<file path="src/rtl/chanblk_pkg.sv">
package chanblk_pkg;
  localparam int NUM_CH    = 32;
  localparam int CH_BITS   = 8;
  localparam int NUM_DIR   = 2;
  localparam int ADDR_W    = 8;
  localparam int DATA_W    = 8;
  localparam int BYTES     = NUM_CH / DATA_W;
  localparam int BYTE_W    = $clog2(BYTES);
  localparam int POS_W     = $clog2(NUM_CH * CH_BITS);
  localparam int CH_W      = $clog2(NUM_CH);
  localparam int FULL_LAST = NUM_CH * CH_BITS - 1;
  localparam int T1_CH     = 24;
  localparam int T1_LAST   = T1_CH * CH_BITS;
  localparam logic [ADDR_W-1:0] RX_BASE = 8'h2B;
  localparam logic [ADDR_W-1:0] TX_BASE = 8'h22;

  typedef struct packed {
    logic            load;
    logic            valid;
    logic            fSlot;
    logic            rate;
    logic [CH_W-1:0] chan;
  } blkStrobe_t;

  function automatic logic [ADDR_W-1:0] dirBase(input int d);
    return (d == 0) ? RX_BASE : TX_BASE;
  endfunction
endpackage

</file>
<file path="src/rtl/chanBlkCtrl.sv">
module chanBlkCtrl
  import chanblk_pkg::*;
#(
  parameter int DIRS = NUM_DIR
) (
  input  logic            clk,
  input  logic            rstN,
  input  logic            sysRate,
  input  logic [DIRS-1:0] bitEn,
  input  logic [DIRS-1:0] frameSync,
  output blkStrobe_t      strobe [DIRS]
);
  localparam logic [POS_W-1:0] LAST_FULL = POS_W'(FULL_LAST);
  localparam logic [POS_W-1:0] LAST_T1   = POS_W'(T1_LAST);

  for (genvar d = 0; d < DIRS; d++) begin : gDir
    logic [POS_W-1:0] pos;
    logic [POS_W-1:0] slotPos;
    logic             rateQ;
    logic             validQ;
    logic             atLast;
    logic             boundary;

    // The frame ends on the last bit of the latched rate
    assign atLast   = validQ && (pos == (rateQ ? LAST_T1 : LAST_FULL));
    assign boundary = bitEn[d] && (frameSync[d] || atLast);

    always_ff @(posedge clk) begin
      if (!rstN) begin
        pos    <= '0;
        rateQ  <= 1'b0;
        validQ <= 1'b0;
      end else if (boundary) begin
        pos    <= '0;
        rateQ  <= sysRate;
        validQ <= 1'b1;
      end else if (bitEn[d] && validQ) begin
        pos <= pos + 1'b1;
      end
    end

    // The framing slot shifts the channels up by one bit in 24-channel mode
    assign slotPos = rateQ ? (pos - 1'b1) : pos;

    assign strobe[d].load  = boundary;
    assign strobe[d].valid = validQ;
    assign strobe[d].fSlot = rateQ && (pos == '0);
    assign strobe[d].rate  = rateQ;
    assign strobe[d].chan  = slotPos[POS_W-1 -: CH_W];
  end
endmodule

</file>
<file path="src/rtl/chanBlkData.sv">
module chanBlkData
  import chanblk_pkg::*;
#(
  parameter int DIRS = NUM_DIR
) (
  input  logic              clk,
  input  logic              rstN,
  input  logic              regWr,
  input  logic [ADDR_W-1:0] regAddr,
  input  logic [DATA_W-1:0] regWrData,
  output logic [DATA_W-1:0] regRdData,
  input  blkStrobe_t        strobe [DIRS],
  output logic [DIRS-1:0]   blockOut
);
  logic [DIRS-1:0][DATA_W-1:0] rdPart;

  for (genvar d = 0; d < DIRS; d++) begin : gDir
    localparam logic [ADDR_W-1:0] BASE = dirBase(d);
    logic [ADDR_W-1:0] offs;
    logic              inRange;
    logic [NUM_CH-1:0] maskShadow;
    logic [NUM_CH-1:0] maskLive;
    logic              upperCut;

    assign offs    = regAddr - BASE;
    assign inRange = (regAddr >= BASE) && (offs < ADDR_W'(BYTES));

    // Register file: bus writes land in the shadow copy
    always_ff @(posedge clk) begin
      if (!rstN) begin
        maskShadow <= '0;
      end else if (regWr && inRange) begin
        for (int b = 0; b < BYTES; b++) begin
          if (offs[BYTE_W-1:0] == BYTE_W'(b)) maskShadow[b*DATA_W +: DATA_W] <= regWrData;
        end
      end
    end

    // The live copy follows the shadow only at a frame boundary
    always_ff @(posedge clk) begin
      if (!rstN)                maskLive <= '0;
      else if (strobe[d].load) maskLive <= maskShadow;
    end

    assign rdPart[d] = inRange ? maskShadow[offs[BYTE_W-1:0]*DATA_W +: DATA_W] : '0;

    assign upperCut    = strobe[d].rate && (strobe[d].chan >= CH_W'(T1_CH));
    assign blockOut[d] = strobe[d].valid && !strobe[d].fSlot && !upperCut
                         && maskLive[strobe[d].chan];
  end

  always_comb begin
    regRdData = '0;
    for (int d = 0; d < DIRS; d++) regRdData = regRdData | rdPart[d];
  end
endmodule

</file>
<file path="src/rtl/chanBlockGen.sv">
module chanBlockGen
  import chanblk_pkg::*;
(
  input  logic              clk,
  input  logic              rstN,
  input  logic              sysRate,
  input  logic              regWr,
  input  logic [ADDR_W-1:0] regAddr,
  input  logic [DATA_W-1:0] regWrData,
  output logic [DATA_W-1:0] regRdData,
  input  logic              rxBitEn,
  input  logic              rxFrameSync,
  input  logic              txBitEn,
  input  logic              txFrameSync,
  output logic              rxBlock,
  output logic              txBlock
);
  blkStrobe_t           dirStrobe [NUM_DIR];
  logic [NUM_DIR-1:0]   blockVec;

  chanBlkCtrl #(.DIRS(NUM_DIR)) uCtrl (
    .clk       (clk),
    .rstN      (rstN),
    .sysRate   (sysRate),
    .bitEn     ({txBitEn, rxBitEn}),
    .frameSync ({txFrameSync, rxFrameSync}),
    .strobe    (dirStrobe)
  );

  chanBlkData #(.DIRS(NUM_DIR)) uData (
    .clk       (clk),
    .rstN      (rstN),
    .regWr     (regWr),
    .regAddr   (regAddr),
    .regWrData (regWrData),
    .regRdData (regRdData),
    .strobe    (dirStrobe),
    .blockOut  (blockVec)
  );

  assign rxBlock = blockVec[0];
  assign txBlock = blockVec[1];
endmodule

</file>
<file path="config.mk">
export PLATFORM = sky130hd
export DESIGN_NAME = chanBlockGen
export DESIGN_NICKNAME = d
export VERILOG_FILES = /design/src/rtl/chanblk_pkg.sv /design/src/rtl/chanBlkCtrl.sv /design/src/rtl/chanBlkData.sv /design/src/rtl/chanBlockGen.sv
export SDC_FILE = /design/constraint.sdc
export NUM_CORES = 1
export LEC_CHECK = 0
export BUFFER_PORTS_ARGS = -buffer_cell sky130_fd_sc_hd__buf_2
export CORE_ASPECT_RATIO = 0.7
export CORE_UTILIZATION = 39
export CTS_BUF_LIST = sky130_fd_sc_hd__clkbuf_16
export DETAILED_ROUTE_END_ITERATION = 7
export PLACE_DENSITY_LB_ADDON = 0.1
export SETUP_SLACK_MARGIN = 0.5
export SLEW_MARGIN = 10
export SYNTH_ARGS = -nofsm -noshare
export SYNTH_HDL_FRONTEND = slang
export SYNTH_SLANG_ARGS = --single-unit
</file>
<file path="constraint.sdc">
create_clock -name clk -period 4.85 [get_ports clk]
set_input_delay 0.97 -clock clk [delete_from_list [all_inputs] [get_ports clk]]
set_output_delay 0.97 -clock clk [all_outputs]
set_load 0.005 [all_outputs]
</file>
# Yosys cells after proc, flatten, opt, wreduce, memory -nomap -nowiden
# Index checks and enable logic that the tools add are counted.
[totals]
ff_bits = 148
input_bits = 24
output_inout_bits = 10
word_cells = 92
[classes]
addsub = 6
order_cmp = 8
n_eq_ne = 8
shift = 2
muxes = 10
bitwise_logic = 2
n_reduce_logical = 40
[op_table]
columns = ["cell", "n"]
rows = [
  ["$shiftx A32 B6 Y8", 2],
  ["$mux W8", 4],
  ["$logic_and A1 B1 Y1", 20],
  ["$add A8 B1 Y8 const B", 2],
  ["$eq A8 B8 Y1", 2],
  ["$ge A8 B6 Y1 const B", 2],
  ["$logic_not A8 Y1", 2],
  ["$lt A8 B3 Y1 const B", 2],
  ["$reduce_and A2 Y1", 8],
  ["$sub A8 B1 Y8 const B", 2],
  ["$sub A8 B6 Y8 const B", 2],
  ["$lt A5 B6 Y1 const B", 2],
  ["$mux W6", 2],
  ["$bmux W1 S5", 2],
  ["$ge A5 B5 Y1 const B", 2],
  ["$eq A2 B2 Y1 const B", 4],
  ["$or A8 B8 Y8", 1],
  ["$eq A2 B1 Y1 const B", 2],
  ["$logic_not A1 Y1", 4],
  ["$logic_not A2 Y1", 2],
  ["$reduce_or A2 Y1", 2],
  ["$logic_or A1 B1 Y1", 2],
  ["$mux W1", 2],
  ["$not A1 Y1", 1],
]

# Depth between registers and ports, before layout
[depth]
word_depth = 7
ltp_mapped = 11
mapped_depth_nobuf = 10

# By module
# Synthesis repeated with hierarchy kept, for this count alone.
[unflattened]
cells_unflattened = 746
area_unflattened_um2 = 7344.5
[modules_own_cells]
columns = ["module", "n_inst", "cells_per_inst", "area_per_inst_um2", "seq_area_each_um2"]
rows = [
  ["chanBlkData", 1, 592, 6048.3, 2562.5],
  ["chanBlkCtrl", 1, 154, 1296.2, 400.4],
]

# Worst setup path after synthesis
# Ideal clock, no wire load.
[synth_path]
kind = "input -> output"
from = "input regAddr[0]"
to = "output regRdData[6]"
t_arrival_ps = 3072
required_ps = 3880
path_slack_ps = 808
cell_stages = 8
path_buffers = 3
cell_sequence = "buf_2 clkbuf_1 inv_1 ha_1 buf_1 mux4_2 inv_1 o2bb2ai_1"
[synth_between]
elab_chain_len = 5
word_cells_on_any_way = 13
cone_classes = "add/sub (2); order compare (4); shift (2); mux (2); bitwise (1); reduce/logical (2)"
[synth_lines]
columns = ["element", "line_no", "rtl"]
rows = [
  ["start, declared", "chanBlockGen.sv:8", "input logic [ADDR_W-1:0] regAddr,"],
  ["$sub A8 B6 Y8", "chanBlkData.sv:25", "assign offs = regAddr - BASE;"],
  ["$lt A8 B3 Y1", "chanBlkData.sv:26", "assign inRange = (regAddr >= BASE) && (offs < ADDR_W'(BYTES));"],
  ["$logic_and A1 B1 Y1", "chanBlkData.sv:26", ""],
  ["$mux W8", "chanBlkData.sv:45", "assign rdPart[d] = inRange ? maskShadow[offs[BYTE_W-1:0]*DATA_W +: DATA_W] : '0;"],
  ["$or A8 B8 Y8 (*)", "chanBlkData.sv:54", "for (int d = 0; d < DIRS; d++) regRdData = regRdData | rdPart[d];"],
  ["end, declared", "chanBlockGen.sv:10", "output logic [DATA_W-1:0] regRdData,"],
]
# Every way passes the cells marked *; elsewhere a longest branch is shown, timed or not.

# Worst setup path in the final report
[layout_path]
from = "register uCtrl.gDir[1].pos[0]"
to = "output txBlock"
[layout_between]
elab_chain_len = 7
word_cells_on_any_way = 13
cone_classes = "add/sub (1); order compare (1); mux (3); reduce/logical (8)"
[layout_lines]
columns = ["element", "line_no", "rtl"]
rows = [
  ["start, declared", "chanBlkCtrl.sv:17", "logic [POS_W-1:0] pos;"],
  ["start signal, assigned", "chanBlkCtrl.sv:38", "pos <= pos + 1'b1;"],
  ["$sub A8 B1 Y8", "chanBlkCtrl.sv:43", "assign slotPos = rateQ ? (pos - 1'b1) : pos;"],
  ["$mux W8", "chanBlkCtrl.sv:43", ""],
  ["$ge A5 B5 Y1", "chanBlkData.sv:47", "assign upperCut = strobe[d].rate && (strobe[d].chan >= CH_W'(T1_CH));"],
  ["$logic_and A1 B1 Y1", "chanBlkData.sv:47", ""],
  ["$logic_not A1 Y1", "chanBlkData.sv:48", "assign blockOut[d] = strobe[d].valid && !strobe[d].fSlot && !upperCut"],
  ["$logic_and A1 B1 Y1", "chanBlkData.sv:48", ""],
  ["$logic_and A1 B1 Y1 (*)", "chanBlkData.sv:49", "&& maskLive[strobe[d].chan];"],
  ["end, declared", "chanBlockGen.sv:16", "output logic txBlock"],
]
# Every way passes the cells marked *; elsewhere a longest branch is shown, timed or not. The select of a mux whose other input is x is not followed.

==> run metrics <==
status=completed; critical path data required time=3.88 ns; Peak Freq=about 240 MHz; area of the placeable core=0.0190 sq mm; number of global-route vias before repair=5156; Die W=169 um; CP endpoint kind=output port; Post-synth EDFFs=0; count of pins over their slew limit=0; DR pass1 iterations=8; final setup TNS=0 ns; starting density of the core=40.2%; worst-path cell chain=or4b_1 -> xnor2_4 -> mux4_2 -> nor2b_1 -> a211oi_1 -> a21oi_1 -> o21ai_0 -> a31oi_1 -> buf_2; worst-skew pair later-pin latency=between 0.4 and 0.5 ns; min-delay src=uData.gDir[0].maskShadow[17]; summed instance area of the synthesized netlist=0.00764 sq mm; WP buf/inv=1; Min Clock Period, post-route=about 4.2 ns; detailed-route wire length per cell=18.4 um; proportion of layout cells with a drive suffix above 1=around 16%; reg2reg start=uCtrl.gDir[1].pos[0]; kind of start point of the critical path=flip-flop; share of Yosys cell area claimed by the top area cell type=38.8%; net count reported at finish=791; number of clock sinks=148; cell count after synthesis=740; end of the worst register-to-register path=uData.gDir[1].maskLive[5]; top cells by area, synth=sky130_fd_sc_hd__dfxtp_1 39%, sky130_fd_sc_hd__mux2i_1 17%, sky130_fd_sc_hd__nor2b_1 9.6%, sky130_fd_sc_hd__mux4_2 7.1%, sky130_fd_sc_hd__mux4_1 2.1%; max_slew headroom=between 30% and 40%; routability congestion estimate=0.800; syn_area_per_cell=10.3 sq um; Power, Total=2.65 mW; Worst-Margin Slew=0.990 ns; top cell type by total area after synthesis=sky130_fd_sc_hd__dfxtp_1; share of the cycle needed by the critical path after routing=between 80 and 90%; number of design-rule violations left by the first detailed-router iteration=343; post-detail-place hpwl=13800 um; Layout Utilization=45.3%; hold-critical path endpoint=uData.gDir[0].maskShadow[17]; P_leak=3.33 nW; critical path data arrival time=3.27 ns; CTS Hold Bufs=0; io pins=34; fin area=0.00861 sq mm; post-route setup slack=roughly 0.61 ns; # rows=42; dominant register cell in the synthesized netlist=sky130_fd_sc_hd__dfxtp_1; CP Max Fanout=7; worst-path cell with the longest stage delay=sky130_fd_sc_hd__or4b_1; cts bufs inserted=17; TritonCTS clock tree=yes; clock tree buffer depth=2; number of failing hold endpoints at the final stage=0; # diodes=0; antenna violations before repair=0; Clock H-tree levels=4; count of buffers from port buffering=33; global router's overall resource usage=19.7%; total wire length=~19000 um; number of different library cells in the post-synthesis netlist=62; Pwr per Cell Area=308 mW/mm^2; cell chosen for the clock root=sky130_fd_sc_hd__clkbuf_16; peak per-stage delay on the critical path=0.73 ns; number of vias after detailed routing=5410; number of nets in the synthesized netlist=~780; classification of the worst-slack hold path=flip-flop to flip-flop; largest voltage drop on the vdd net=0.240 mV; CTS clk-pin slew, worst paths=0.07 ns; Yosys warning total=0; synth cell count leaders=148 x sky130_fd_sc_hd__dfxtp_1, 129 x sky130_fd_sc_hd__mux2i_1, 117 x sky130_fd_sc_hd__nor2b_1; r2r worst-path depth=8; post-detailed-placement cell area=0.00795 sq mm; largest net degree at the start of global routing=60; proportion of synthesized flip-flops having asynchronous set or reset=0%; Max Cap Viol=0; kind of cell adding the most delay to the critical path=simple AND/OR/NAND/NOR gates; RSZ-0062 raised after global routing=yes; worst setup skew after layout=about 0.013 ns; post-place setup slack=0.774 ns; critical setup path kind=flip-flop to output port; cell with the most instances after synthesis=sky130_fd_sc_hd__dfxtp_1; height of the die=119 um; number of setup violations in the final report=0; FF+latch count, synth=148; global-route wire length before repair=between 20000 and 30000 um; r2r setup slk=1.53 ns; fraction of the yosys area taken by sequential cells=between 30% and 40%; per-cell via count in the routed design=5.24; total overflow reported by the global router=0; count of cells along the worst hold path=2; Area Overhead vs Synth=12.7%; remaining routing DRC violations=0; number of nets still failing antenna checks after routing=0; Die Outline Area=0.0202 sq mm
==> cell type report <==
class	instances	area, sq um
inverter	24	90.1
clock inverter	15	133
multi-input combinational	513	4370
sequential	148	2970
timing repair buffer	51	300
clock buffer	17	425
fill	1832	10400
tap	264	330
==> state kept, by name, indices dropped and copies added, names as in the netlist <==
register and cells:
uData.gDir.maskLive 64, uData.gDir.maskShadow 64, uCtrl.gDir.pos 16, uCtrl.gDir.rateQ 2, uCtrl.gDir.validQ 2
==> power breakdown <==
part / switching (mW) / total, mW / internal (mW)
clock network: 0.582 / 1.26 / 0.677
logic: 0.0939 / 0.168 / 0.0741
registers: 0.00583 / 1.22 / 1.22
total: 0.682 / 2.65 / 1.97
==> layout by cell type (no fill, tap or decap), types with 4 or more instances in the layout <==
master / n
sky130_fd_sc_hd__o2bb2ai_1: 8
sky130_fd_sc_hd__mux2i_1: 129
sky130_fd_sc_hd__clkbuf_16: 17
sky130_fd_sc_hd__mux4_1: 6
sky130_fd_sc_hd__o21ai_0: 8
sky130_fd_sc_hd__nor2b_1: 117
sky130_fd_sc_hd__inv_6: 9
sky130_fd_sc_hd__nor2_1: 25
sky130_fd_sc_hd__a21boi_0: 16
sky130_fd_sc_hd__mux4_2: 24
sky130_fd_sc_hd__inv_1: 23
sky130_fd_sc_hd__nand2_1: 40
sky130_fd_sc_hd__a21oi_1: 10
sky130_fd_sc_hd__xor2_1: 10
sky130_fd_sc_hd__nand4_1: 7
sky130_fd_sc_hd__buf_2: 33
sky130_fd_sc_hd__buf_4: 18
sky130_fd_sc_hd__dfxtp_1: 145
sky130_fd_sc_hd__xnor2_1: 9
sky130_fd_sc_hd__nand3_1: 29
sky130_fd_sc_hd__nor3_1: 6
sky130_fd_sc_hd__ha_1: 12
sky130_fd_sc_hd__nand2b_1: 4
==> worst max path at each step <==
stage                               from      endpoint  slack (ns)  depth (start not counted)
floorplan                     regAddr[0]  regRdData[6]        0.81                          8
global placement    uCtrl.gDir[0].pos[0]       rxBlock        0.88                         10
detailed placement            regAddr[1]  regRdData[7]        0.77                          8
CTS                 uCtrl.gDir[0].pos[0]       rxBlock        0.51                         10
global route        uCtrl.gDir[0].pos[0]       rxBlock        0.47                         11
finish              uCtrl.gDir[1].pos[0]       txBlock        0.61                          9
==> cell families (layout without fill, tap and decap cells) <==
group	Yosys count	after routing	synth area share [%]
buffers and inverters	79	107	4.59
AND/OR/NAND/NOR	253	253	19.0
XOR/XNOR	23	23	3.47
flip-flops	148	148	38.8
multiplexers	160	160	26.2
AO/OA/AOI/OAI	65	65	6.03
adder cells (fa/ha/maj)	12	12	1.97
==> layer usage <==
metal  global-route usage, %  wire [um]
met1                    31.1      10300
met2                    26.5       7480
met3                    3.92        964
met4                    5.07        208
met5                       0          0
==> worst reg2reg max path, stage by stage, from the launching register on <==
cell and delay, ns:
sky130_fd_sc_hd__dfxtp_1 0.33, sky130_fd_sc_hd__or4b_1 0.73, sky130_fd_sc_hd__nor3_2 0.27, sky130_fd_sc_hd__nand2b_1 0.09
sky130_fd_sc_hd__a221oi_1 0.36, sky130_fd_sc_hd__o21a_2 0.82, sky130_fd_sc_hd__buf_4 0.36, sky130_fd_sc_hd__mux2i_1 0.20
sky130_fd_sc_hd__nor2b_1 0.06
==> per-stage QoR <==
step	hold slack (ns)	cells
finish	0.493	1032
global route	0.520	1032
floorplan	0.453	740
CTS	0.499	1023
detailed placement	0.489	990
global placement	0.490	990
==> timing repair <==
item / 4_1_cts / 5_1_grt
pin swaps: 1 / 2
resized for setup: 1 / 7
endpoints found under the setup margin: 1 / 2
buffers inserted: 1 / 9
No activity file was read; power rests on OpenSTA's default activity.
